==> src/rtl/msi_cap_pkg.sv <==
package msi_cap_pkg;

  localparam int REG_AW = 12;

  localparam logic [REG_AW-1:0] OFS_TGT_LO = 12'h820;
  localparam logic [REG_AW-1:0] OFS_TGT_HI = 12'h824;
  localparam logic [REG_AW-1:0] OFS_ENA    = 12'h828;
  localparam logic [REG_AW-1:0] OFS_MSK    = 12'h82C;
  localparam logic [REG_AW-1:0] OFS_STS    = 12'h830;

  typedef enum logic [2:0] {
    SEL_NONE,
    SEL_TGT_LO,
    SEL_TGT_HI,
    SEL_ENA,
    SEL_MSK,
    SEL_STS
  } reg_sel_e;

  function automatic reg_sel_e decode_ofs(input logic [REG_AW-1:0] a);
    reg_sel_e s;
    case (a)
      OFS_TGT_LO: s = SEL_TGT_LO;
      OFS_TGT_HI: s = SEL_TGT_HI;
      OFS_ENA:    s = SEL_ENA;
      OFS_MSK:    s = SEL_MSK;
      OFS_STS:    s = SEL_STS;
      default:    s = SEL_NONE;
    endcase
    return s;
  endfunction

endpackage

==> src/rtl/msi_cap_regfile.sv <==
module msi_cap_regfile
  import msi_cap_pkg::*;
#(
  parameter int DATA_W = 32,
  localparam int TGT_W = 2 * DATA_W
) (
  input  logic              clk,
  input  logic              rst_n,
  input  logic              wr_en,
  input  logic [REG_AW-1:0] addr,
  input  logic [DATA_W-1:0] wdata,
  input  logic [DATA_W-1:0] sts_in,
  output logic [TGT_W-1:0]  tgt_q,
  output logic [DATA_W-1:0] ena_q,
  output logic [DATA_W-1:0] msk_q,
  output logic              sts_wr,
  output logic [DATA_W-1:0] sts_wval,
  output logic [DATA_W-1:0] rdata
);

  reg_sel_e sel;

  assign sel      = decode_ofs(addr);
  assign sts_wr   = wr_en && (sel == SEL_STS);
  assign sts_wval = wdata;

  always_ff @(posedge clk) begin
    if (!rst_n) begin
      tgt_q <= '0;
      ena_q <= '0;
      msk_q <= '0;
    end else if (wr_en) begin
      case (sel)
        SEL_TGT_LO: tgt_q[DATA_W-1:0]     <= wdata;
        SEL_TGT_HI: tgt_q[TGT_W-1:DATA_W] <= wdata;
        SEL_ENA:    ena_q                 <= wdata;
        SEL_MSK:    msk_q                 <= wdata;
        default: ;
      endcase
    end
  end

  always_comb begin
    case (sel)
      SEL_TGT_LO: rdata = tgt_q[DATA_W-1:0];
      SEL_TGT_HI: rdata = tgt_q[TGT_W-1:DATA_W];
      SEL_ENA:    rdata = ena_q;
      SEL_MSK:    rdata = msk_q;
      SEL_STS:    rdata = sts_in;
      default:    rdata = '0;
    endcase
  end

endmodule

==> src/rtl/msi_cap_detect.sv <==
module msi_cap_detect #(
  parameter int DATA_W = 32,
  localparam int TGT_W = 2 * DATA_W,
  localparam int BE_W  = DATA_W / 8
) (
  input  logic              msg_valid,
  input  logic [TGT_W-1:0]  msg_addr,
  input  logic [DATA_W-1:0] msg_data,
  input  logic [BE_W-1:0]   msg_be,
  input  logic [TGT_W-1:0]  tgt,
  input  logic [DATA_W-1:0] ena,
  output logic              hit,
  output logic [DATA_W-1:0] vec
);

  function automatic logic accept(input logic v, input logic [BE_W-1:0] be,
                                  input logic addr_eq, input logic [DATA_W-1:0] en,
                                  input logic [DATA_W-1:0] d);
    return v && (&be) && addr_eq && (|en) && (d < DATA_W);
  endfunction

  logic addr_eq;

  assign addr_eq = (msg_addr == tgt);
  assign hit     = accept(msg_valid, msg_be, addr_eq, ena, msg_data);

  for (genvar i = 0; i < DATA_W; i++) begin : g_vec
    assign vec[i] = hit && ena[i] && (msg_data == DATA_W'(i));
  end

endmodule

==> src/rtl/msi_cap_status.sv <==
module msi_cap_status #(
  parameter int DATA_W = 32
) (
  input  logic              clk,
  input  logic              rst_n,
  input  logic              sts_wr,
  input  logic [DATA_W-1:0] sts_wval,
  input  logic              hit,
  input  logic [DATA_W-1:0] vec,
  input  logic [DATA_W-1:0] msk,
  output logic [DATA_W-1:0] sts_q,
  output logic              irq_q
);

  function automatic logic [DATA_W-1:0] next_status(input logic [DATA_W-1:0] cur,
                                                    input logic wr,
                                                    input logic [DATA_W-1:0] wv,
                                                    input logic [DATA_W-1:0] set);
    logic [DATA_W-1:0] t;
    t = wr ? (cur ^ wv) : cur;
    return t | set;
  endfunction

  function automatic logic next_irq(input logic cur, input logic wr, input logic h,
                                    input logic [DATA_W-1:0] ns,
                                    input logic [DATA_W-1:0] m);
    logic r;
    r = cur;
    if (wr && (ns == '0)) r = 1'b0;
    if (h && ((ns & ~m) != '0)) r = 1'b1;
    return r;
  endfunction

  logic [DATA_W-1:0] sts_d;

  assign sts_d = next_status(sts_q, sts_wr, sts_wval, vec);

  always_ff @(posedge clk) begin
    if (!rst_n) begin
      sts_q <= '0;
      irq_q <= 1'b0;
    end else begin
      sts_q <= sts_d;
      irq_q <= next_irq(irq_q, sts_wr, hit, sts_d, msk);
    end
  end

endmodule

==> src/rtl/msi_vec_capture.sv <==
module msi_vec_capture
  import msi_cap_pkg::*;
#(
  parameter int DATA_W = 32,
  localparam int TGT_W = 2 * DATA_W,
  localparam int BE_W  = DATA_W / 8
) (
  input  logic              clk,
  input  logic              rst_n,
  input  logic              reg_wr_en,
  input  logic [REG_AW-1:0] reg_addr,
  input  logic [DATA_W-1:0] reg_wdata,
  output logic [DATA_W-1:0] reg_rdata,
  input  logic              msg_valid,
  input  logic [TGT_W-1:0]  msg_addr,
  input  logic [DATA_W-1:0] msg_data,
  input  logic [BE_W-1:0]   msg_be,
  output logic              irq_out
);

  logic [TGT_W-1:0]  tgt;
  logic [DATA_W-1:0] ena;
  logic [DATA_W-1:0] msk;
  logic [DATA_W-1:0] sts;
  logic              sts_wr;
  logic [DATA_W-1:0] sts_wval;
  logic              cap_hit;
  logic [DATA_W-1:0] cap_vec;

  msi_cap_regfile #(.DATA_W(DATA_W)) u_regs (
    .clk      (clk),
    .rst_n    (rst_n),
    .wr_en    (reg_wr_en),
    .addr     (reg_addr),
    .wdata    (reg_wdata),
    .sts_in   (sts),
    .tgt_q    (tgt),
    .ena_q    (ena),
    .msk_q    (msk),
    .sts_wr   (sts_wr),
    .sts_wval (sts_wval),
    .rdata    (reg_rdata)
  );

  msi_cap_detect #(.DATA_W(DATA_W)) u_det (
    .msg_valid (msg_valid),
    .msg_addr  (msg_addr),
    .msg_data  (msg_data),
    .msg_be    (msg_be),
    .tgt       (tgt),
    .ena       (ena),
    .hit       (cap_hit),
    .vec       (cap_vec)
  );

  msi_cap_status #(.DATA_W(DATA_W)) u_sts (
    .clk      (clk),
    .rst_n    (rst_n),
    .sts_wr   (sts_wr),
    .sts_wval (sts_wval),
    .hit      (cap_hit),
    .vec      (cap_vec),
    .msk      (msk),
    .sts_q    (sts),
    .irq_q    (irq_out)
  );

endmodule

==> config.mk <==
export PLATFORM = sky130hd
export DESIGN_NAME = msi_vec_capture
export DESIGN_NICKNAME = d
export VERILOG_FILES = /design/src/rtl/msi_cap_pkg.sv /design/src/rtl/msi_cap_regfile.sv /design/src/rtl/msi_cap_detect.sv /design/src/rtl/msi_cap_status.sv /design/src/rtl/msi_vec_capture.sv
export SDC_FILE = /design/constraint.sdc
export NUM_CORES = 1
export LEC_CHECK = 0
export ABC_AREA = 1
export BUFFER_PORTS_ARGS = -buffer_cell sky130_fd_sc_hd__buf_2
export CAP_MARGIN = 40
export CORE_MARGIN = 3
export CORE_UTILIZATION = 45
export DETAILED_ROUTE_END_ITERATION = 6
export HOLD_SLACK_MARGIN = 0.08
export PLACE_DENSITY = 0.66
export SLEW_MARGIN = 10
export SYNTH_ARGS = -nofsm -noshare
export SYNTH_HDL_FRONTEND = slang
export SYNTH_HIERARCHICAL = 1
export SYNTH_SLANG_ARGS = --single-unit
export TNS_END_PERCENT = 5
==> constraint.sdc <==
create_clock -name clk -period 3.2 [get_ports clk]
set_clock_uncertainty 0.05 [all_clocks]
set_input_delay 0.64 -clock clk [delete_from_list [all_inputs] [get_ports clk]]
set_output_delay 0.64 -clock clk [all_outputs]
set_load 0.02 [all_outputs]
# Word-level counts from Yosys, hierarchy flattened
# Index checks and enable logic that the tools add are counted.
# totals
register_bits	161
inputBits	148
elab_cells	139
# op_classes
n_lt_le_gt_ge	1
eq_ne	42
n_mux	5
bitwise	4
reduce_logical	81
# op_table
operator	n
equality test 32 x 5 -> 1 bit, second input constant	16
equality test 32 x 4 -> 1 bit, second input constant	8
one-hot mux 32 bit (5 select lines)	1
equality test 32 x 3 -> 1 bit, second input constant	4
logical AND 1 bit	71
equality test 32 x 2 -> 1 bit, second input constant	2
equality test 64 bit	1
zero test 32 bit	2
equality test 12 bit, second input constant	5
AND 32 bit	1
equality test 32 x 1 -> 1 bit, second input constant	1
less-than comparator 32 x 6 -> 1 bit, second input constant	1
two-way mux 32 bit	1
inverter 32 bit	1
bitwise OR 32 bit	1
nonzero test 32 bit	1
OR reduction 32 bit	1
bitwise XOR 32 bit	1
one-hot mux 3 bit (5 select lines)	1
AND reduction 2 bit	4
equality test 3 x 2 -> 1 bit, second input constant	2
equality test 3 bit, second input constant	2
AND reduction 4 bit	1
equality test 3 x 1 -> 1 bit, second input constant	1
2 further kinds	3

# Logic depth before layout (Yosys ltp)
# depth
ltp_word	12
ltp_mapped	21

# Cells and area by module
# The synthesis kept the hierarchy.
# by_module_without_submodules
mod	instances	cells_each	area_per_inst_um2	seq_area_each_um2
msi_cap_regfile	1	950	6212.2	2562.5
msi_cap_detect	1	505	2329.7	0.0
msi_cap_status	1	418	2311.0	660.6

# Least setup slack after synthesis
# Ideal clock, no wire load.
# synth_path
path_kind	input -> register
start	input port reg_addr[11]
end	register u_sts.irq_q
setup_ns	0.114
arrival_time_ns	2.371
required_ns	3.036
path_slack_ns	0.666
stages	20
path_buffers	3
cell_sequence	inv_1 nor2_1 nand2_2 nor2_1 nand2_2 buf_2 nor2_1 buf_6 buf_4 nand2_1 nand2_1 nand2_1 nor2_1 nand2_1 nor2_1 nand2_1 nor2_1 nand3_1 nand2_1 a21oi_2
# synth_via
elab_chain_len	10
word_cells_on_any_way	17
classes_between	eq/ne: 6; mux: 3; bitwise: 2; reduce/logical: 6
# synth_rtl
element	line_no	source
start, declared	msi_vec_capture.sv:11	input logic [REG_AW-1:0] reg_addr,
equality test 12 bit	msi_cap_pkg.sv:22	case (a)
one-hot mux 3 bit (5 select lines) (*)	msi_cap_pkg.sv:22	
equality test 3 bit (*)	msi_cap_regfile.sv:24	assign sts_wr = wr_en && (sel == SEL_STS);
logical AND 1 bit (*)	msi_cap_regfile.sv:24	
via sts_wr	msi_vec_capture.sv:25	logic sts_wr;
two-way mux 32 bit	msi_cap_status.sv:20	t = wr ? (cur ^ wv) : cur;
bitwise OR 32 bit	msi_cap_status.sv:21	return t | set;
AND 32 bit	msi_cap_status.sv:30	if (h && ((ns & ~m) != '0)) r = 1'b1;
nonzero test 32 bit	msi_cap_status.sv:30	
logical AND 1 bit	msi_cap_status.sv:30	
two-way mux 1 bit / nonzero test 2 bit (equally long branches)	--	
end signal, assigned	msi_cap_status.sv:44	irq_q <= next_irq(irq_q, sts_wr, hit, sts_d, msk);
end, declared	msi_cap_status.sv:12	output logic irq_q
# The timed path passes the listed nets; every way through them passes the cells marked *.
# A chain may end at the register's enable or synchronous reset.

# Final worst setup path
# layout_path
start	input port reg_addr[7]
end	output port reg_rdata[29]
# layout_via
elab_chain_len	4
word_cells_on_any_way	12
classes_between	eq/ne: 10; mux: 2
# layout_rtl
element	line_no	source
equality test 12 bit	msi_cap_pkg.sv:22	
one-hot mux 3 bit (5 select lines) (*)	msi_cap_pkg.sv:22	
equality test 3 bit (tied with other cells)	msi_cap_regfile.sv:44	case (sel)
one-hot mux 32 bit (5 select lines) (*)	msi_cap_regfile.sv:44	
end, declared	msi_vec_capture.sv:13	output logic [DATA_W-1:0] reg_rdata,
# Every way passes the cells marked *; elsewhere a longest branch is shown, timed or not.

==> results.json <==
{
  "start_kind": "input pin",
  "gr-total-overflow": 0,
  "grt_pass1_vias": 10500,
  "yosysTopAreaCellShare_pct": 29.7,
  "final_common_cell": "nand2_1",
  "dpl_cell_area_um2": 11800,
  "ant_nets": 0,
  "ys_seq_area_share_pct": 29.7,
  "drt_first_iter_violations": 1249,
  "clk_pin_slew_ns": 0.06,
  "antenna_cells": 0,
  "ys_top_cells_by_area": "dfxtp_1 (30%), nand2_1 (17%), inv_1 (12%), nor2_1 (12%), o21ai_0 (5.0%)",
  "root_buffer": "clkbuf_16",
  "p_leak_uw": 0.00568,
  "drv_slew": 0,
  "synthDistinctLibCells": 34,
  "cts_buffers": 17,
  "r2r_cells": 18,
  "final_util_pct": 52.8,
  "die-area_um2": 26000,
  "port_buffers": 180,
  "num-nets-final": 2147,
  "power.density_nw_per_um2": 370,
  "cts_buffer_depth": 2,
  "crit_path_start": "reg_addr[7]",
  "min_path_cells": 2,
  "hold_viol_final": 0,
  "drc": 3,
  "dp_hpwl_mm": 29.4,
  "final_cell_mix": "nand2_1 (494), inv_1 (350), nor2_1 (335)",
  "ios": 181,
  "hp-class": "reg2reg",
  "first_pass_iters": 7,
  "reg2reg_from": "u_regs/ena_q[29]",
  "fin_crit_ns": 3.00,
  "syn_inst": 1873,
  "tightest_slew_ns": 0.640,
  "rows": 56,
  "hold_path.startpoint": "u_regs/msk_q[22]",
  "hold_path_end": "u_regs/msk_q[22]",
  "ys_warn_count": 6,
  "irDropWorstVdd_mv": 0.225,
  "cts_sinks": 161,
  "avgRoutedWirePerCell_um": 16.6,
  "synth.net_count": 2021,
  "area_growth_syn_to_layout_pct": 14.9,
  "grt_setup_unrepaired": "no",
  "start_util_pct": 46.0,
  "r2r_end": "u_sts/irq_q",
  "cts_tree": "done",
  "htreeDepth": 4,
  "cts_setup_buffers": 0,
  "grt_pass1_wl_mm": 59.0,
  "ys_seq_elements": 161,
  "cp.arrival_ns": 2.31,
  "core_region_area_um2": 23600,
  "vias": 11800,
  "antenna_found_initial": 1,
  "wl_mm": 38.8,
  "chipWidth_um": 161,
  "clk_latency_ns": 0.44,
  "drive_gt1_share_pct": 15.4,
  "cp_max_fo": 21,
  "gp_congestion": 1.01,
  "finalSetupViolCount": 0,
  "worstPathRequired_ns": 2.51,
  "max_freq_ghz": 0.333,
  "endpoint_kind": "output pin",
  "hold_buffers": 0,
  "synth_top_cell_by_area": "dfxtp_1",
  "via_per_inst": 5.07,
  "grt_usage_pct": 29.3,
  "violations": "DRC",
  "status": "finished, violations left",
  "fin_tns_setup_ns": 0,
  "dieHeight_um": 161,
  "finalCritPeriodShare_pct": 93.9,
  "rrSetupSlack_ns": 0.37,
  "syn_avg_cell_area_um2": 5.79,
  "maxCapViolCount": 0,
  "grt_max_degree": 65,
  "relSlewSlack_pct": 57.2,
  "crit_type": "in2out",
  "cts_resized": 0,
  "synth_area_um2": 10900,
  "finalInstanceArea_um2": 12500
}
## cells in the mapped netlist (all sizes together)
library cell  instances
nor3                 18
a21oi               103
nand3                77
nor2                371
dfxtp               161
inv                 364
nand2               498
nand3b               19
or2                   5
xor2                  1
and2                  1
nand4                36
clkbuf               33
buf                  68
xnor2                 2
o21ai               116
## registers in the layout, summed over array words and instances, names as in the netlist
name,flops
u_regs/ena_q,32
u_regs/msk_q,32
u_regs/tgt_q,64
u_sts/irq_q,1
u_sts/sts_q,32
## where the power goes
part	switching, uW	internal (uW)	leakage [uW]
combinational	205	114	0.00407
sequential	0.312	2000	0.00130
clock	936	1360	0.000318
total	1140	3470	0.00568
## per-stage QoR
| stage | power, uW | hold WS (ns) | cells | setup WS [ns] |
|---|---|---|---|---|
| finish | 4620 | 0.415 | 2331 | 0.195 |
| global route | 4760 | 0.438 | 2331 | 0.103 |
| CTS | 4640 | 0.416 | 2331 | 0.231 |
| detailed placement | 2360 | 0.405 | 2299 | 0.238 |
| global placement | 2360 | 0.404 | 2299 | 0.248 |
| floorplan | 2200 | 0.387 | 1873 | 0.666 |
## worst max-delay path: stages
cell and delay (ns):
buf_2 0.10, nor2_1 0.14, nand2_1 0.18, nor2_8 0.20, nand2_2 0.33, inv_2 0.37
nand2_1 0.09, nand3_1 0.10, buf_2 0.16
## final cells by class
cell class              instances  area [um2]
clock inverters                14         214
fillers                      2469       11100
flip-flops and latches        161        3220
clock buffers                  18         439
multi-input cells            1247        5650
well taps                     319         399
inverters                     364        1370
repair buffers                208        1180
## cells by family (layout without fill, tap and decap cells)
kind of cell | count (synthesis) | count (layout) | synth area share [%]
DFF | 161 | 161 | 29.7
AOI/OAI and AO/OA | 219 | 219 | 10.1
and+or+nand+nor | 1025 | 1025 | 41.6
buffers and inverters | 465 | 604 | 18.3
xor gates and xnor gates | 3 | 3 | 0.242
## routing by layer
layer	up-vias	share of wire (%)	wire length (um)	track usage, %
met5	-	0	0	0
met4	0	3.2	1250	9.89
met3	86	10	4000	6.85
met2	560	45	17400	46.1
met1	5308	42	16100	39.5
li1	5858	-	-	-
## worst max path at each step
| stage | to | slack (ns) | cells after the start |
|---|---|---|---|
| after floorplan | u_sts/irq_q | 0.67 | 20 |
| after global placement | u_sts/irq_q | 0.25 | 20 |
| after detailed placement | reg_rdata[18] | 0.24 | 9 |
| after CTS | reg_rdata[18] | 0.23 | 9 |
| after global routing | reg_rdata[18] | 0.10 | 9 |
| final | reg_rdata[29] | 0.20 | 9 |
Power figures use the tool's default switching activity.
